===== src/rtl/brd_pkg.sv =====
// Shared types and helpers for the boot remap decoder.
// Assumes a 3-bit partition size code where only values 0..3 are legal.
package brd_pkg;

    localparam int N_TGT     = 5;
    localparam int SZ_CODE_W = 3;

    // Bit position of each target in the one-hot select
    typedef enum logic [2:0] {
        TGT_ROM = 3'd0,
        TGT_CS0 = 3'd1,
        TGT_PA  = 3'd2,
        TGT_PB  = 3'd3,
        TGT_PC  = 3'd4
    } tgt_e;

    // True when a size code is one of the four defined values
    function automatic logic sz_code_ok(input logic [SZ_CODE_W-1:0] code);
        return code <= 3'd3;
    endfunction

    // Number of banks a legal size code stands for
    function automatic logic [SZ_CODE_W-1:0] sz_code_banks(input logic [SZ_CODE_W-1:0] code);
        logic [SZ_CODE_W-1:0] n;
        case (code)
            3'd1:    n = 3'd1;
            3'd2:    n = 3'd2;
            3'd3:    n = 3'd4;
            default: n = 3'd0;
        endcase
        return n;
    endfunction

endpackage


===== src/rtl/brd_part_cfg.sv =====
// Partition size register for the banked on-chip SRAM.
// Holds the bank counts of partitions A and B and derives C from the rest.
// Rejects a write with an unknown code, or one that leaves C below MIN_C_BANKS,
// and records the rejection in a sticky flag. Assumes synchronous active-low reset.
module brd_part_cfg
    import brd_pkg::*;
#(
    parameter int N_BANKS     = 10,
    parameter int MIN_C_BANKS = 2,
    parameter int CNT_W       = 4
) (
    input  logic                 clk,
    input  logic                 rst_n,
    input  logic                 cfg_we,
    input  logic [SZ_CODE_W-1:0] cfg_a_code,
    input  logic [SZ_CODE_W-1:0] cfg_b_code,
    output logic [CNT_W-1:0]     a_banks,
    output logic [CNT_W-1:0]     b_banks,
    output logic [CNT_W-1:0]     c_banks,
    output logic                 cfg_err
);

    logic [CNT_W-1:0] a_q, b_q;
    logic [CNT_W-1:0] a_req, b_req;
    logic             req_ok;
    logic             err_q;

    // Translate the requested codes and judge whether the split is allowed
    always_comb begin
        a_req  = CNT_W'(sz_code_banks(cfg_a_code));
        b_req  = CNT_W'(sz_code_banks(cfg_b_code));
        req_ok = sz_code_ok(cfg_a_code) && sz_code_ok(cfg_b_code)
                 && ((int'(a_req) + int'(b_req) + MIN_C_BANKS) <= N_BANKS);
    end

    // Accept a legal write or keep the old split and flag the rejection
    always_ff @(posedge clk) begin
        if (!rst_n) begin
            a_q   <= '0;
            b_q   <= '0;
            err_q <= 1'b0;
        end else if (cfg_we) begin
            if (req_ok) begin
                a_q <= a_req;
                b_q <= b_req;
            end else begin
                err_q <= 1'b1;
            end
        end
    end

    // Partition C owns every bank not held by A or B
    always_comb begin
        c_banks = CNT_W'(N_BANKS) - a_q - b_q;
    end

    assign a_banks = a_q;
    assign b_banks = b_q;
    assign cfg_err = err_q;

endmodule


===== src/rtl/brd_remap_ctl.sv =====
// Boot strap capture and per-master remap bits.
// The strap is sampled on every clock while reset is held and frozen afterwards.
// Only the first N_REMAP masters own a remap bit. A bit can be set by a write
// and is cleared only by reset. The other masters read a constant zero.
module brd_remap_ctl #(
    parameter int N_MASTERS = 4,
    parameter int N_REMAP   = 2
) (
    input  logic                 clk,
    input  logic                 rst_n,
    input  logic                 boot_sel_pin,
    input  logic                 remap_we,
    input  logic [N_REMAP-1:0]   remap_set,
    output logic                 boot_rom,
    output logic [N_MASTERS-1:0] remap_vec
);

    logic boot_q;

    // Follow the strap only while reset is asserted
    always_ff @(posedge clk) begin
        if (!rst_n) begin
            boot_q <= boot_sel_pin;
        end
    end

    assign boot_rom = boot_q;

    genvar g;
    generate
        for (g = 0; g < N_MASTERS; g++) begin : g_master
            if (g < N_REMAP) begin : g_bit
                logic bit_q;
                // Set-only remap bit for this master
                always_ff @(posedge clk) begin
                    if (!rst_n) begin
                        bit_q <= 1'b0;
                    end else if (remap_we && remap_set[g]) begin
                        bit_q <= 1'b1;
                    end
                end
                assign remap_vec[g] = bit_q;
            end else begin : g_none
                assign remap_vec[g] = 1'b0;
            end
        end
    endgenerate

endmodule


===== src/rtl/brd_addr_decode.sv =====
// Combinational address decoder.
// Splits the address into a window index (upper bits) and a window offset.
// Window 0 goes to the boot target or, for a remapped master, to partition C.
// The SRAM windows are bounded by the current partition size. An access that
// misses every target gives an error with no select and a zero offset.
module brd_addr_decode
    import brd_pkg::*;
#(
    parameter int ADDR_W    = 32,
    parameter int WIN_BITS  = 20,
    parameter int BANK_SH   = 14,
    parameter int CNT_W     = 4,
    parameter int N_MASTERS = 4,
    parameter int MID_W     = 2,
    parameter int WIN_A     = 1,
    parameter int WIN_B     = 2,
    parameter int WIN_C     = 3
) (
    input  logic [MID_W-1:0]     req_master,
    input  logic [ADDR_W-1:0]    req_addr,
    input  logic [CNT_W-1:0]     a_banks,
    input  logic [CNT_W-1:0]     b_banks,
    input  logic [CNT_W-1:0]     c_banks,
    input  logic                 boot_rom,
    input  logic [N_MASTERS-1:0] remap_vec,
    output logic [N_TGT-1:0]     tgt_sel,
    output logic [ADDR_W-1:0]    tgt_offset,
    output logic                 tgt_err
);

    localparam int REG_W = ADDR_W - WIN_BITS;

    logic [REG_W-1:0]    region;
    logic [WIN_BITS-1:0] off;
    logic [WIN_BITS:0]   lim_a, lim_b, lim_c, lim;
    tgt_e                tgt_idx;
    logic                known, bounded, in_range;

    // Byte limit of a partition of the given bank count
    function automatic logic [WIN_BITS:0] bank_limit(input logic [CNT_W-1:0] n);
        return (WIN_BITS+1)'(n) << BANK_SH;
    endfunction

    // Split the address and size each SRAM window
    always_comb begin
        region = req_addr[ADDR_W-1:WIN_BITS];
        off    = req_addr[WIN_BITS-1:0];
        lim_a  = bank_limit(a_banks);
        lim_b  = bank_limit(b_banks);
        lim_c  = bank_limit(c_banks);
    end

    // Pick the candidate target and its bound from the window index
    always_comb begin
        tgt_idx = TGT_ROM;
        known   = 1'b1;
        bounded = 1'b0;
        lim     = '0;
        if (region == '0) begin
            if (remap_vec[req_master]) begin
                tgt_idx = TGT_PC;
                bounded = 1'b1;
                lim     = lim_c;
            end else if (boot_rom) begin
                tgt_idx = TGT_ROM;
            end else begin
                tgt_idx = TGT_CS0;
            end
        end else if (region == REG_W'(WIN_A)) begin
            tgt_idx = TGT_PA;
            bounded = 1'b1;
            lim     = lim_a;
        end else if (region == REG_W'(WIN_B)) begin
            tgt_idx = TGT_PB;
            bounded = 1'b1;
            lim     = lim_b;
        end else if (region == REG_W'(WIN_C)) begin
            tgt_idx = TGT_PC;
            bounded = 1'b1;
            lim     = lim_c;
        end else begin
            known = 1'b0;
        end
    end

    // Qualify the hit against the bound and form the response
    always_comb begin
        in_range = !bounded || ({1'b0, off} < lim);
        if (known && in_range) begin
            tgt_sel    = N_TGT'(1) << tgt_idx;
            tgt_offset = ADDR_W'(off);
            tgt_err    = 1'b0;
        end else begin
            tgt_sel    = '0;
            tgt_offset = '0;
            tgt_err    = 1'b1;
        end
    end

endmodule


===== src/rtl/boot_remap_decoder.sv =====
// Top of the boot remap address decoder.
// Joins the partition size register, the strap and remap control, and the
// combinational decoder. Register writes act on the next cycle. The decode
// path from request to response has no register.
module boot_remap_decoder
    import brd_pkg::*;
#(
    parameter int ADDR_W      = 32,
    parameter int N_MASTERS   = 4,
    parameter int N_REMAP     = 2,
    parameter int N_BANKS     = 10,
    parameter int MIN_C_BANKS = 2,
    parameter int BANK_BYTES  = 16384,
    parameter int WIN_BITS    = 20,
    parameter int WIN_A       = 1,
    parameter int WIN_B       = 2,
    parameter int WIN_C       = 3,
    localparam int MID_W      = $clog2(N_MASTERS),
    localparam int CNT_W      = $clog2(N_BANKS + 1),
    localparam int BANK_SH    = $clog2(BANK_BYTES)
) (
    input  logic                 clk,
    input  logic                 rst_n,
    input  logic                 boot_sel_pin,
    input  logic                 cfg_we,
    input  logic [SZ_CODE_W-1:0] cfg_a_code,
    input  logic [SZ_CODE_W-1:0] cfg_b_code,
    input  logic                 remap_we,
    input  logic [N_REMAP-1:0]   remap_set,
    input  logic [MID_W-1:0]     req_master,
    input  logic [ADDR_W-1:0]    req_addr,
    output logic [N_TGT-1:0]     tgt_sel,
    output logic [ADDR_W-1:0]    tgt_offset,
    output logic                 tgt_err,
    output logic                 cfg_err
);

    logic [CNT_W-1:0]     a_banks, b_banks, c_banks;
    logic                 boot_rom;
    logic [N_MASTERS-1:0] remap_vec;

    brd_part_cfg #(
        .N_BANKS     (N_BANKS),
        .MIN_C_BANKS (MIN_C_BANKS),
        .CNT_W       (CNT_W)
    ) u_cfg (
        .clk        (clk),
        .rst_n      (rst_n),
        .cfg_we     (cfg_we),
        .cfg_a_code (cfg_a_code),
        .cfg_b_code (cfg_b_code),
        .a_banks    (a_banks),
        .b_banks    (b_banks),
        .c_banks    (c_banks),
        .cfg_err    (cfg_err)
    );

    brd_remap_ctl #(
        .N_MASTERS (N_MASTERS),
        .N_REMAP   (N_REMAP)
    ) u_remap (
        .clk          (clk),
        .rst_n        (rst_n),
        .boot_sel_pin (boot_sel_pin),
        .remap_we     (remap_we),
        .remap_set    (remap_set),
        .boot_rom     (boot_rom),
        .remap_vec    (remap_vec)
    );

    brd_addr_decode #(
        .ADDR_W    (ADDR_W),
        .WIN_BITS  (WIN_BITS),
        .BANK_SH   (BANK_SH),
        .CNT_W     (CNT_W),
        .N_MASTERS (N_MASTERS),
        .MID_W     (MID_W),
        .WIN_A     (WIN_A),
        .WIN_B     (WIN_B),
        .WIN_C     (WIN_C)
    ) u_dec (
        .req_master (req_master),
        .req_addr   (req_addr),
        .a_banks    (a_banks),
        .b_banks    (b_banks),
        .c_banks    (c_banks),
        .boot_rom   (boot_rom),
        .remap_vec  (remap_vec),
        .tgt_sel    (tgt_sel),
        .tgt_offset (tgt_offset),
        .tgt_err    (tgt_err)
    );

endmodule


===== config.mk =====
export PLATFORM = sky130hd
export DESIGN_NAME = boot_remap_decoder
export DESIGN_NICKNAME = d
export VERILOG_FILES = /design/src/rtl/brd_pkg.sv /design/src/rtl/brd_part_cfg.sv /design/src/rtl/brd_remap_ctl.sv /design/src/rtl/brd_addr_decode.sv /design/src/rtl/boot_remap_decoder.sv
export SDC_FILE = /design/constraint.sdc
export NUM_CORES = 1
export LEC_CHECK = 0
export BUFFER_PORTS_ARGS = -buffer_cell sky130_fd_sc_hd__buf_2
export CAP_MARGIN = 20
export CORE_MARGIN = 1.5
export CORE_UTILIZATION = 48
export DETAILED_ROUTE_END_ITERATION = 6
export HOLD_SLACK_MARGIN = 0.12
export PLACE_DENSITY = 0.95
export REMOVE_ABC_BUFFERS = 1
export SYNTH_ARGS = -nofsm -noshare
export SYNTH_HDL_FRONTEND = slang
export SYNTH_HIERARCHICAL = 1
export SYNTH_SLANG_ARGS = --single-unit

===== constraint.sdc =====
create_clock -name clk -period 6.1 [get_ports clk]
set_input_delay 0.915 -clock clk [delete_from_list [all_inputs] [get_ports clk]]
set_output_delay 0.915 -clock clk [all_outputs]
set_load 0.005 [all_outputs]

# --- Word level (Yosys, flattened, before mapping) ---
# Index checks and enable logic that the tools add are counted.
op_classes:
  n_mux: 24
  reduce_logical: 10
  eq_ne: 9
  shift: 1
  addsub: 4
  bitwise_logic: 1
  n_lt_le_gt_ge: 5
op_table:
  columns: ["cell", "count"]
  rows:
  - ["21-bit 2-to-1 mux", 3]
  - ["18-bit 2-to-1 mux", 2]
  - ["32-bit by 3-bit adder with 32-bit output (second input constant)", 1]
  - ["32-bit by 5-bit less-or-equal comparator with 1-bit output (second input constant)", 1]
  - ["12-bit by 2-bit == test with 1-bit output (second input constant)", 2]
  - ["20-bit by 21-bit less-than comparator with 1-bit output", 1]
  - ["20-bit 2-to-1 mux", 1]
  - ["3-bit one-hot mux with 3 select lines", 2]
  - ["3-bit 2-to-1 mux", 5]
  - ["12-bit by 1-bit == test with 1-bit output (second input constant)", 1]
  - ["3-bit by 2-bit == test with 1-bit output (second input constant)", 4]
  - ["12-bit logical NOT", 1]
  - ["1-bit 2-to-1 mux", 9]
  - ["3-bit by 1-bit == test with 1-bit output (second input constant)", 2]
  - ["3-bit by 2-bit less-or-equal comparator with 1-bit output (second input constant)", 2]
  - ["1-bit logical AND", 5]
  - ["5-bit 2-to-1 mux", 1]
  - ["1-bit by 3-bit << shifter with 5-bit output (first input constant)", 1]
  - ["3-bit by 3-bit adder with 4-bit output", 1]
  - ["2-bit AND reduction", 2]
  - ["4-bit by 3-bit subtractor with 4-bit output", 1]
  - ["4-bit by 3-bit subtractor with 4-bit output (first input constant)", 1]
  - ["2-bit by 3-bit less-than comparator with 1-bit output (second input constant)", 1]
  - ["1-bit binary-select mux with 2-bit select", 1]
  - ["other kinds (3)", 3]
word_totals:
  in_bits: 47
  out_inout_bits: 39
  ff_bits: 10

# --- Depth between registers and ports, before layout ---
# Gate-level depths: netlist of run 1.
logic_depth:
  word_depth: 10
  ltp_mapped: 12
  depth_no_buf: 11

# --- Hierarchy ---
# The synthesis of run 1 kept the hierarchy.
by_module_without_submodules:
  columns: ["module", "cells_each", "area_each_um2", "instances"]
  rows:
  - ["brd_addr_decode", 86, 757.0, 1]
  - ["brd_part_cfg", 69, 593.1, 1]
  - ["brd_remap_ctl", 13, 125.1, 1]

# --- Least setup slack after synthesis of run 1 ---
# OpenSTA, ideal clock, no wires.
synth_path:
  path_kind: "input to output"
  startpoint: "input port req_addr[20]"
  endpoint: "output port tgt_offset[14]"
  path_slack_ns: 2.049
  stages: 10
  required_time_ns: 5.185
  arrival_ns: 3.136
  cell_sequence: "or3b_1 -> nand2b_4 -> a21oi_1 -> a21oi_1 -> ha_1 -> or3_1 -> or2_2 -> a21o_1 -> buf_2 -> a21boi_1"
synth_via:
  elab_chain_cells: 9
  word_cells_on_any_way: 18
synth_rtl:
  columns: ["item", "line_no", "source"]
  rows:
  - ["from (decl)", "boot_remap_decoder.sv:31", "input logic [ADDR_W-1:0] req_addr,"]
  - ["12-bit by 2-bit == test with 1-bit output", "brd_addr_decode.sv:77", "end else if (region == REG_W'(WIN_C)) begin"]
  - ["18-bit 2-to-1 mux or 1-bit 2-to-1 mux (tied branches)", "brd_addr_decode.sv:77", null]
  - ["21-bit 2-to-1 mux or 1-bit 2-to-1 mux (tied branches)", "brd_addr_decode.sv:73", "end else if (region == REG_W'(WIN_B)) begin"]
  - ["21-bit 2-to-1 mux or 1-bit 2-to-1 mux (tied branches)", "brd_addr_decode.sv:69", "end else if (region == REG_W'(WIN_A)) begin"]
  - ["21-bit 2-to-1 mux or 1-bit 2-to-1 mux (tied branches)", "brd_addr_decode.sv:59", "if (region == '0) begin"]
  - ["20-bit by 21-bit less-than comparator with 1-bit output or 1-bit logical NOT (tied branches)", "brd_addr_decode.sv:88", "in_range = !bounded || ({1'b0, off} < lim);"]
  - ["1-bit logical OR", "brd_addr_decode.sv:88", null]
  - ["1-bit logical AND *", "brd_addr_decode.sv:89", "if (known && in_range) begin"]
  - ["20-bit 2-to-1 mux *", "brd_addr_decode.sv:89", null]
  - ["to (decl)", "boot_remap_decoder.sv:33", "output logic [ADDR_W-1:0] tgt_offset,"]
# Every way passes the cells marked *; elsewhere a longest branch is shown, timed or not.

# --- Final worst setup path of run 1 ---
layout_path:
  startpoint: "input port req_addr[20]"
  endpoint: "output port tgt_err"
layout_via:
  elab_chain_cells: 9
  word_cells_on_any_way: 18
layout_rtl:
  columns: ["item", "line_no", "source"]
  rows:
  - ["12-bit by 2-bit == test with 1-bit output", "brd_addr_decode.sv:77", null]
  - ["18-bit 2-to-1 mux or 1-bit 2-to-1 mux (tied branches)", "brd_addr_decode.sv:77", null]
  - ["21-bit 2-to-1 mux or 1-bit 2-to-1 mux (tied branches)", "brd_addr_decode.sv:73", null]
  - ["21-bit 2-to-1 mux or 1-bit 2-to-1 mux (tied branches)", "brd_addr_decode.sv:69", null]
  - ["21-bit 2-to-1 mux or 1-bit 2-to-1 mux (tied branches)", "brd_addr_decode.sv:59", null]
  - ["20-bit by 21-bit less-than comparator with 1-bit output or 1-bit logical NOT (tied branches)", "brd_addr_decode.sv:88", null]
  - ["1-bit logical OR", "brd_addr_decode.sv:88", null]
  - ["1-bit logical AND *", "brd_addr_decode.sv:89", null]
  - ["1-bit 2-to-1 mux *", "brd_addr_decode.sv:89", null]
  - ["to (decl)", "boot_remap_decoder.sv:34", "output logic tgt_err,"]
# Marks and branches as above.

==> key figures, run 1 <==
Status
  • Status: complete, no violations

Final layout
  • Layout cells sized above 1: 47.2%
  • Area Growth Syn to Fin: 22.2%
  • Final cell count without fillers: between 200 and 300
  • Antenna diodes: 0
  • Nets: 297
  • Fin area: 1800 sq um

Floorplan
  • Die ar.: between 3000 and 4000 sq um
  • Die Ht: 58.4 um
  • I/O pins: between 80 and 90
  • # rows: 19
  • Initial Utilization: 52.1%
  • Chip Width: 58.4 um
  • Core area: ~2800 sq um

Setup path
  • Startpoint Class: primary input
  • Arrival time worst endpoint: 3.83 ns
  • Critical path class: in2out
  • CP max FO: 21
  • Critical Path RT: 5.18 ns
  • CP Capture Type: output pin

Timing
  • Fin. Hold Viols: 0
  • Actual slew at the worst max-slew pin: 0.921 ns
  • Unrepaired setup endpoints after global routing: no
  • Final Max Tran Viols: 0
  • Setup TNS Final: 0 ns
  • Fmax: 0.211 GHz
  • Max Clock Skew: 0 ns
  • Min cycle time layout: 4.74 ns
  • Final setup fails: 0
  • Final Cycle Share: between 70% and 80%
  • Relative slew margins: 38.6%

Min path
  • Worst Hold Class: reg2reg

Global routing
  • Largest net degree at the start of global routing: 22
  • Total congestion overflow: 0
  • Initial antenna violation count: 0
  • GRT Util Overall: 18.3%
  • Vias in the first global route: about 1200
  • First-pass GRT wire length: just under 5000 um

Routing
  • Starting DRT DRC Count: 64
  • Residual DRC: 0
  • TritonRoute pass-1 iters: 4
  • Via density: 5.26
  • Antenna Nets Post-Route: 0
  • Routed via count: 1400
  • Post-DR wirelength/cell: 12.2 um
  • Total wire length: approximately 3300 um

Yosys
  • Synth Register Bits: 10
  • Top cells by area, synth: a21boi_2 (15%), dfxtp_1 (12%), ha_1 (10%), buf_4 (9.2%), inv_1 (3.1%)
  • Ys Warns: 6
  • Unique masters post-synth: 44
  • Number of synthesized flops with an enable pin: 1
  • Commonest cells post-synth: a21boi_2 (19), buf_4 (18), ha_1 (12), inv_1 (12), nor2_1 (10)
  • Synth Area in Compound Gates: 34.3%
  • Top-count cell post-synth: a21boi_2
  • Register area share after synthesis: 14.2%
  • Synthesized cell area: 1480 sq um
  • Avg Cell Area, Syn: 8.78 sq um
  • Post-synthesis mux area share: 1.53%
  • Largest family of logic cells by synthesized area: compound AO/OA/AOI/OAI gates
  • Ys async rst share: 0%
  • Area share of fa/ha/maj cells after synthesis: 12.9%
  • Cell count after synthesis: 168
  • Simple-gate share of the synthesized area: 20.1%
  • Xor/xnor share of the synthesized area: 1.19%
  • Post-synth top area share: 14.5%
  • Ys flop type: dfxtp_1
  • Yosys top cell by area: a21boi_2

Clock tree
  • CTS tree: built
  • Clk_lat worst skew: 0.26 ns
  • CTS max path bufs: 2
  • CTS buffer count: 3
  • Post-CTS setup repair buffer count: 0
  • Clock sinks: 10
  • CTS clk-pin slew, worst paths: approximately 0.060 ns
  • Hold_buf cts: 0
  • Max H-tree Level: 1
  • CTS root buf: clkbuf_4
  • Post-CTS sizing: 0

Pwr
  • Worst VDD drop: between 0.00008 and 0.00009 V
  • Overall Power: 0.000183 W
  • Pwr dens: 102 nW/um^2
  • P_leak: 0.835 nW

Placed design
  • Cells after DPL: between 200 and 300
  • Routability cong.: between 0.8 and 0.9
  • Final HPWL DP: between 2000 and 3000 um
  • Port bufs: 73
  • Placed instance area: 1750 sq um

Flow run
  • Max-cap violation count: 0
-- area by class of cell --
cell class | instances | area [sq um]
Multi-Input combinational cell | 135 | 1090
Fill cell | 246 | 1030
Timing Repair Buffer | 74 | 380
Sequential cell | 10 | 210
Inverter | 12 | 45.0
Tap cell | 31 | 38.8
Clock buffer | 4 | 36.3
-- cell families after synthesis --
kind of cell,Yosys count
compound gates,57
xor+xnor,2
fa+ha+maj,14
buf+inv,36
flops,10
mux,2
other cells,3
simple gates,44
-- registers in the layout (all words and copies together), names as in the netlist --
register	flops
u_cfg/a_banks	3
u_cfg/b_banks	3
u_cfg/cfg_err	1
u_remap/boot_rom	1
u_remap/g_master.g_bit.bit_q	2
-- placed cells by master, fill, tap and decap left out, types with 3 or more instances in the layout --
cell type / Yosys / final
a21boi_1: 4 / 4
nor2_1: 10 / 10
o21ai_1: 3 / 3
inv_1: 12 / 12
dfxtp_1: 9 / 9
nand3_1: 3 / 3
and2_1: 4 / 4
a21boi_2: 19 / 19
ha_1: 12 / 12
or3b_1: 3 / 3
conb_1: 3 / 16
a21oi_1: 8 / 8
buf_2: 3 / 73
nor3_1: 3 / 3
clkbuf_4: 0 / 3
a22oi_1: 5 / 5
o21a_1: 4 / 4
nand2_1: 5 / 5
o21ai_0: 3 / 3
-- through the flow --
step / utilization, % / worst slack [ns] / hold WS, ns
4_1_cts: 63.2 / 1.40 / 0.467
3_5_place_dp: 61.9 / 1.40 / 0.452
3_3_place_gp: 61.9 / 1.46 / 0.444
2_1_floorplan: - / 1.86 / 0.433
6_report: 63.7 / 1.36 / 0.463
5_1_grt: 63.7 / 1.18 / 0.483
-- worst paths after layout --
kind	start	end	slack [ns]	cells past startpoint
setup / recovery	req_addr[20]	tgt_err	1.36	11
hold / removal	u_cfg/cfg_err	u_cfg/cfg_err	0.46	1
setup reg to reg	u_cfg/a_banks[1]	u_cfg/a_banks[1]	5.38	3
hold reg to reg	u_cfg/cfg_err	u_cfg/cfg_err	0.46	1
-- power by group --
part	internal [W]	switching [W]	total, W
clock network	0.0000362	0.0000222	0.0000584
logic	0.0000268	0.0000279	0.0000547
registers	0.0000688	0.00000126	0.0000701
total	0.000132	0.0000514	0.000183
-- worst max-delay path, stage by stage --
cell,delay (ns)
buf_2,0.12
or3b_1,0.39
nand2b_4,0.16
a21oi_1,0.29
a21oi_1,0.13
ha_1,0.19
or3_1,0.40
or2_2,0.30
a21o_1,0.51
and2_4,0.29
buf_2,0.12
-- metal layers --
metal  track usage [%]  vias to the layer above  wire length, um
met3              2.64                        6              265
li1                  -                      701                -
met1              20.9                      625             1270
met2              33.7                       68             1680
met5                 0                        -                0
met4              7.64                        0               43
Note: power is estimated with default switching activity, not from simulation.
==> run 2: changes to the inputs <==
Settings changed: CORE_UTILIZATION 48 to 40, PLACE_DENSITY 0.95 to 0.89.
Clock period 6.1 ns to 4.17 ns, I/O delays scaled along.
==> run 2 against run 1 <==
Effect of this change:
- clock power rose by 100%
- design area up 4.0%
- clock-buffer cell count is the same
- via count is 1.8% lower
- core utilization fell by 9.3 points
- wire length shrank 2.0%
- setup slack got worse by 1.2 ns
- first-iteration DRC count is 72% lower
- clock skew unchanged
- cell count rose by 6.4%
- critical path type is now reg2out
- highest routed layer unchanged
==> key figures, run 2 (synthesis gave the netlist of run 1 again) <==
Status
  • Status: complete, no violations

Setup path
  • CP Capture Type: output pin
  • Arrival time worst endpoint: 3.38 ns (-0.45 ns)
  • Cell mode on critical path: ha_1
  • Crit-path slowest cell: or3_1
  • CP max FO: 14 (-33%)
  • R2R setup slack: 3.45 ns (-1.93 ns)
  • Critical Path RT: 3.54 ns (-1.64 ns)
  • Worst reg2reg path depth: 3 (unchanged)
  • Slowest stage delay, CP: 0.41 ns (-0.10 ns)
  • FF-to-FF Start: u_cfg/b_banks[1]
  • Worst-path cell chain: inv_1, ha_1, ha_1, fa_1, xor2_1, a21oi_1, ha_1, or3_1, a211oi_4, o21ai_4, buf_8, and2_4, buf_2
  • Startpoint Class: register
  • Worst Setup SP: u_cfg/b_banks[1]
  • R2R Path End: u_cfg/b_banks[1]
  • Critical path class: reg2out

Routing
  • Antenna Nets Post-Route: 0 (unchanged)
  • Via density: 4.86 (-7.7%)
  • TritonRoute pass-1 iters: 6 (+2)
  • Post-DR wirelength/cell: 11.3 um (-7.9%)
  • Starting DRT DRC Count: 18 (-72%)
  • Routed via count: 1375 (-1.8%)
  • Residual DRC: 0 (unchanged)
  • Total wire length: 3190 um (-2.0%)

Final layout
  • Nets: 299 (+0.67%)
  • Commonest non-fill, non-tap cell in the layout: buf_2
  • Antenna diodes: 0 (unchanged)
  • Area Growth Syn to Fin: 27.1%
  • Layout cells sized above 1: 47.7% (+0.45 points)
  • Final Util: 54.5% (-9.3 points)
  • Most frequent cells in the layout: buf_2 (73), a21boi_2 (19), conb_1 (16), inv_1 (12), ha_1 (12)

Clock tree
  • CTS root buf: clkbuf_8
  • CTS tree: built
  • CTS max path bufs: 2 (unchanged)
  • CTS clk-pin slew, worst paths: 0.05 ns (about the same)
  • CTS buffer count: 3 (unchanged)
  • Max H-tree Level: 1 (unchanged)
  • Hold_buf cts: 0 (unchanged)
  • Clock sinks: 10 (unchanged)
  • Clk_lat worst skew: 0.23 ns (-0.03 ns)

Pwr
  • Overall Power: 0.000301 W (+64%)
  • Pwr dens: 161 nW/um^2 (+58%)
  • P_leak: 0.854 nW (+2.3%)
  • Worst VDD drop: 0.000141 V (+58%)

Timing
  • Final Max Tran Viols: 0 (unchanged)
  • Fmax: 0.250 GHz
  • Fin. Hold Viols: 0 (unchanged)
  • Final setup fails: 0 (unchanged)
  • Final Cycle Share: 96.0%
  • Min cycle time layout: 4.00 ns
  • Setup TNS Final: 0 ns (unchanged)
  • Max Clock Skew: 0 ns (unchanged)
  • Unrepaired setup endpoints after global routing: no

Placed design
  • Port bufs: 73 (unchanged)
  • Routability cong.: 0.898 (+6.7%)
  • Final HPWL DP: 2800 um (+1.9%)

Global routing
  • GRT Util Overall: 16.0% (-2.4 points)
  • Vias in the first global route: 1250 (+1.8%)
  • Largest net degree at the start of global routing: 22 (unchanged)
  • First-pass GRT wire length: 5290 um (+6.4%)
  • Initial antenna violation count: 0 (unchanged)
  • Total congestion overflow: 0 (unchanged)

Min path
  • Hold path startpoint: u_cfg/cfg_err
  • Terminating pin of the worst hold path: u_cfg/cfg_err
  • Number of cells on the worst hold path: 1 (unchanged)
  • Worst Hold Class: reg2reg

Floorplan
  • Core area: 3440 sq um (+22%)
  • I/O pins: 86 (unchanged)
  • Initial Utilization: 42.9% (-9.3 points)
  • Chip Width: 63.7 um (+9.1%)
  • Die Ht: 63.7 um (+9.1%)
  • Die ar.: 4060 sq um (+19%)
  • # rows: 21 (+2)

Flow run
  • Max-cap violation count: 0 (unchanged)
==> run 2: through the flow <==
step | hold slack [ns] | std cells | setup WS (ns) | cell area, sq um
floorplan | 0.433 | 157 | 0.509 | 1350
global placement | 0.444 | 278 | 0.113 | 1790
detailed placement | 0.449 | 279 | 0.221 | 1800
CTS | 0.459 | 283 | 0.138 | 1860
global route | 0.499 | 283 | 0.00807 | 1870
finish | 0.458 | 283 | 0.169 | 1870
==> run 2: timing repair <==
action	CTS	global route
resized for setup	0	3
buffers inserted	0	0
setup endpoints to repair	0	13
==> run 2: power by group <==
part           total (W)  internal (W)  switching (W)
clock           0.000119     0.0000828      0.0000362
sequential      0.000103      0.000101     0.00000182
combinational  0.0000794     0.0000389      0.0000406
total           0.000301      0.000223      0.0000786
==> run 2: how the worst max path moves through the flow <==
stage                          end  slack (ns)
CTS                        tgt_err        0.14
floorplan                  tgt_err        0.51
detailed placement         tgt_err        0.22
finish                     tgt_err        0.17
global route        tgt_offset[13]       0.008
global placement           tgt_err        0.11
==> run 2: layout make-up <==
class,instances,area (sq um)
clock buffer,4,55.1
fill,319,1570
inverter,12,45.0
multi-input combinational,135,1110
sequential,10,210
tap,46,57.6
timing repair buffer,76,399
==> run 2: layer usage <==
layer	GRT usage (%)	vias up	routed length (um)
met4	3.26	0	21
met1	18.0	616	1250
li1	-	700	-
met2	30.4	57	1640
met5	0	-	0
met3	3.70	2	273
==> run 2: worst max-delay path: cells and delay by family, from the launching register on <==
| family | cells | cell delay (ns) |
|---|---|---|
| AO/OA/AOI/OAI | 3 | 0.61 |
| XOR/XNOR | 1 | 0.19 |
| adder cells (fa/ha/maj) | 4 | 1.05 |
| buffers and inverters | 3 | 0.38 |
| flip-flops | 1 | 0.33 |
| AND/OR/NAND/NOR | 2 | 0.56 |
==> run 3: changes to the inputs <==
==> constraint.sdc (replaced) <==
create_clock -name clk -period 4.17 [get_ports clk]
set_input_delay 0.2085 -clock clk [delete_from_list [all_inputs] [get_ports clk]]
set_output_delay 0.2085 -clock clk [all_outputs]
set_load 0.005 [all_outputs]
==> run 3 against run 2 <==
Effect of this change:
- sequential power about the same
- largest power group unchanged
- total power down 0.48%
- maximum frequency up 6.3%
- critical path type unchanged
==> key figures, run 3 (synthesis gave the netlist of run 1 again) <==
Status
  • Status: complete, no violations

Routing
  • Routed via count: 1351 (-1.7%)
  • Via density: 4.81 (-1.0%)
  • TritonRoute pass-1 iters: 4 (-2)
  • Total wire length: 3180 um (-0.22%)
  • Residual DRC: 0 (unchanged)
  • Antenna Nets Post-Route: 0 (unchanged)
  • Post-DR wirelength/cell: 11.3 um (+0.49%)
  • Starting DRT DRC Count: 19 (+1)

Clock tree
  • CTS buffer count: 3 (unchanged)
  • Max H-tree Level: 1 (unchanged)
  • CTS clk-pin slew, worst paths: 0.05 ns (about the same)
  • CTS max path bufs: 2 (unchanged)
  • Post-CTS setup repair buffer count: 0 (unchanged)
  • Clock sinks: 10 (unchanged)
  • Hold_buf cts: 0 (unchanged)
  • Clk_lat worst skew: 0.23 ns (about the same)
  • CTS root buf: clkbuf_8
  • Post-CTS sizing: 0 (unchanged)
  • CTS tree: built

Pwr
  • Worst VDD drop: 0.000139 V (-1.8%)
  • Pwr dens: 162 nW/um^2 (+0.66%)
  • P_leak: 0.849 nW (-0.56%)
  • Overall Power: 0.000300 W (-0.48%)

Min path
  • Worst Hold Class: in2reg
  • Number of cells on the worst hold path: 1 (unchanged)

Global routing
  • Met1 Use GR: 16.7% (-1.3 points)
  • Most used routing layer: met2
  • Vias in the first global route: 1195 (-4.4%)
  • GRT Util Overall: 15.4% (-0.55 points)
  • Total congestion overflow: 0 (unchanged)
  • Met2 Resource Use GR: 28.8% (-1.6 points)
  • Met3 Use GR: 2.64% (-1.1 points)
  • Initial antenna violation count: 0 (unchanged)
  • First-pass GRT wire length: 5040 um (-4.7%)
  • Largest net degree at the start of global routing: 22 (unchanged)

Final layout
  • Commonest non-fill, non-tap cell in the layout: buf_2
  • Nets: 297 (-0.67%)
  • Most frequent cells in the layout: buf_2 (73), a21boi_2 (19), conb_1 (16), inv_1 (12), ha_1 (12)
  • Layout cells sized above 1: 47.2% (-0.45 points)
  • Area Growth Syn to Fin: 25.6%
  • Fin area: 1850 sq um (-1.1%)
  • Antenna diodes: 0 (unchanged)
  • Final Util: 53.8% (-0.62 points)

Floorplan
  • I/O pins: 86 (unchanged)
  • Core area: 3440 sq um (unchanged)
  • Initial Utilization: 42.9% (unchanged)
  • # rows: 21 (unchanged)
  • Die ar.: 4060 sq um (unchanged)
  • Die Ht: 63.7 um (unchanged)
  • Chip Width: 63.7 um (unchanged)

Timing
  • Final Max Tran Viols: 0 (unchanged)
  • Max Clock Skew: 0 ns (unchanged)
  • Final Cycle Share: 90.3% (-5.7 points)
  • Hold Slack: 0.161 ns (-0.297 ns)
  • Final setup fails: 0 (unchanged)
  • Fmax: 0.266 GHz (+6.3%)
  • Actual slew at the worst max-slew pin: between 0.9 and 1 ns
  • Relative slew margins: between 30% and 40%
  • Fin. Hold Viols: 0 (unchanged)
  • Unrepaired setup endpoints after global routing: no
  • Setup TNS Final: 0 ns (unchanged)
  • Min cycle time layout: 3.77 ns (-0.236 ns)

Setup path
  • Cell mode on critical path: ha_1
  • Worst-path cell chain: inv_1, ha_1, ha_1, fa_1, xor2_1, a21oi_1, ha_1, or3_1, or2_2, a21o_1, and2_4, buf_2
  • Critical path class: reg2out
  • Slowest stage delay, CP: 0.52 ns (+0.11 ns)
  • Arrival time worst endpoint: 3.56 ns (+0.18 ns)
  • Crit-path slowest cell: a21o_1
  • Startpoint Class: register
  • CP max FO: 21 (+7)
  • Worst reg2reg path depth: 3 (unchanged)
  • Critical Path RT: 3.96 ns (+0.42 ns)
  • CP Capture Type: output pin

Placed design
  • Final HPWL DP: 2700 um (-3.5%)
  • Port bufs: 73 (unchanged)
  • Routability cong.: 0.868 (-3.3%)
  • Placed instance area: 1770 sq um (-1.7%)

Flow run
  • Max-cap violation count: 0 (unchanged)
==> run 3: cell types whose count changed in the layout (fill, tap and decap cells not counted), sizes merged <==
cell / before / now
buf: 76 / 74
==> run 3: area by class of cell <==
class | count | area [sq um]
well taps | 46 | 57.6
inverters | 12 | 45.0
fillers | 351 | 1590
clock buffers | 4 | 55.1
flip-flops and latches | 10 | 210
multi-input cells | 135 | 1090
repair buffers | 74 | 393
==> run 3: routing by layer <==
| metal | part of all wire [%] | up-vias |
|---|---|---|
| li1 | - | 695 |
| met1 | 40 | 597 |
| met2 | 50 | 55 |
| met3 | 7.8 | 4 |
| met4 | 1.4 | 0 |
| met5 | 0 | - |
==> run 3: path summary, 6_finish.rpt <==
| kind | slack, ns | endpoint | startpoint |
|---|---|---|---|
| setup / recovery | 0.40 | tgt_err | u_cfg/a_banks[1] |
| setup reg to reg | 3.48 | u_cfg/a_banks[1] | u_cfg/a_banks[1] |
| hold / removal | 0.16 | u_remap/boot_rom | boot_sel_pin |
| hold reg to reg | 0.47 | u_cfg/cfg_err | u_cfg/cfg_err |
==> run 3: through the flow <==
step,setup slack (ns),instances
after floorplan,0.993,157
after global placement,0.778,276
after detailed placement,0.642,276
after CTS,0.388,280
after global routing,0.237,281
final,0.405,281
==> run 3: worst max-delay path, delay by kind of cell (launching register included) <==
family | cells | cell delay (ns)
adders and majority gates | 4 | 1.07
and+or+nand+nor | 3 | 0.99
AOI/OAI and AO/OA | 2 | 0.61
DFF | 1 | 0.33
buffers and inverters | 2 | 0.18
xor gates and xnor gates | 1 | 0.16
==> run 3: report_power, final <==
| group | leakage [nW] | total [W] | internal (W) | switching [W] |
|---|---|---|---|---|
| registers | 0.0831 | 0.000103 | 0.000101 | 0.00000185 |
| logic | 0.738 | 0.0000787 | 0.0000388 | 0.0000398 |
| clock network | 0.0288 | 0.000118 | 0.0000828 | 0.0000355 |
| total | 0.849 | 0.000300 | 0.000223 | 0.0000772 |
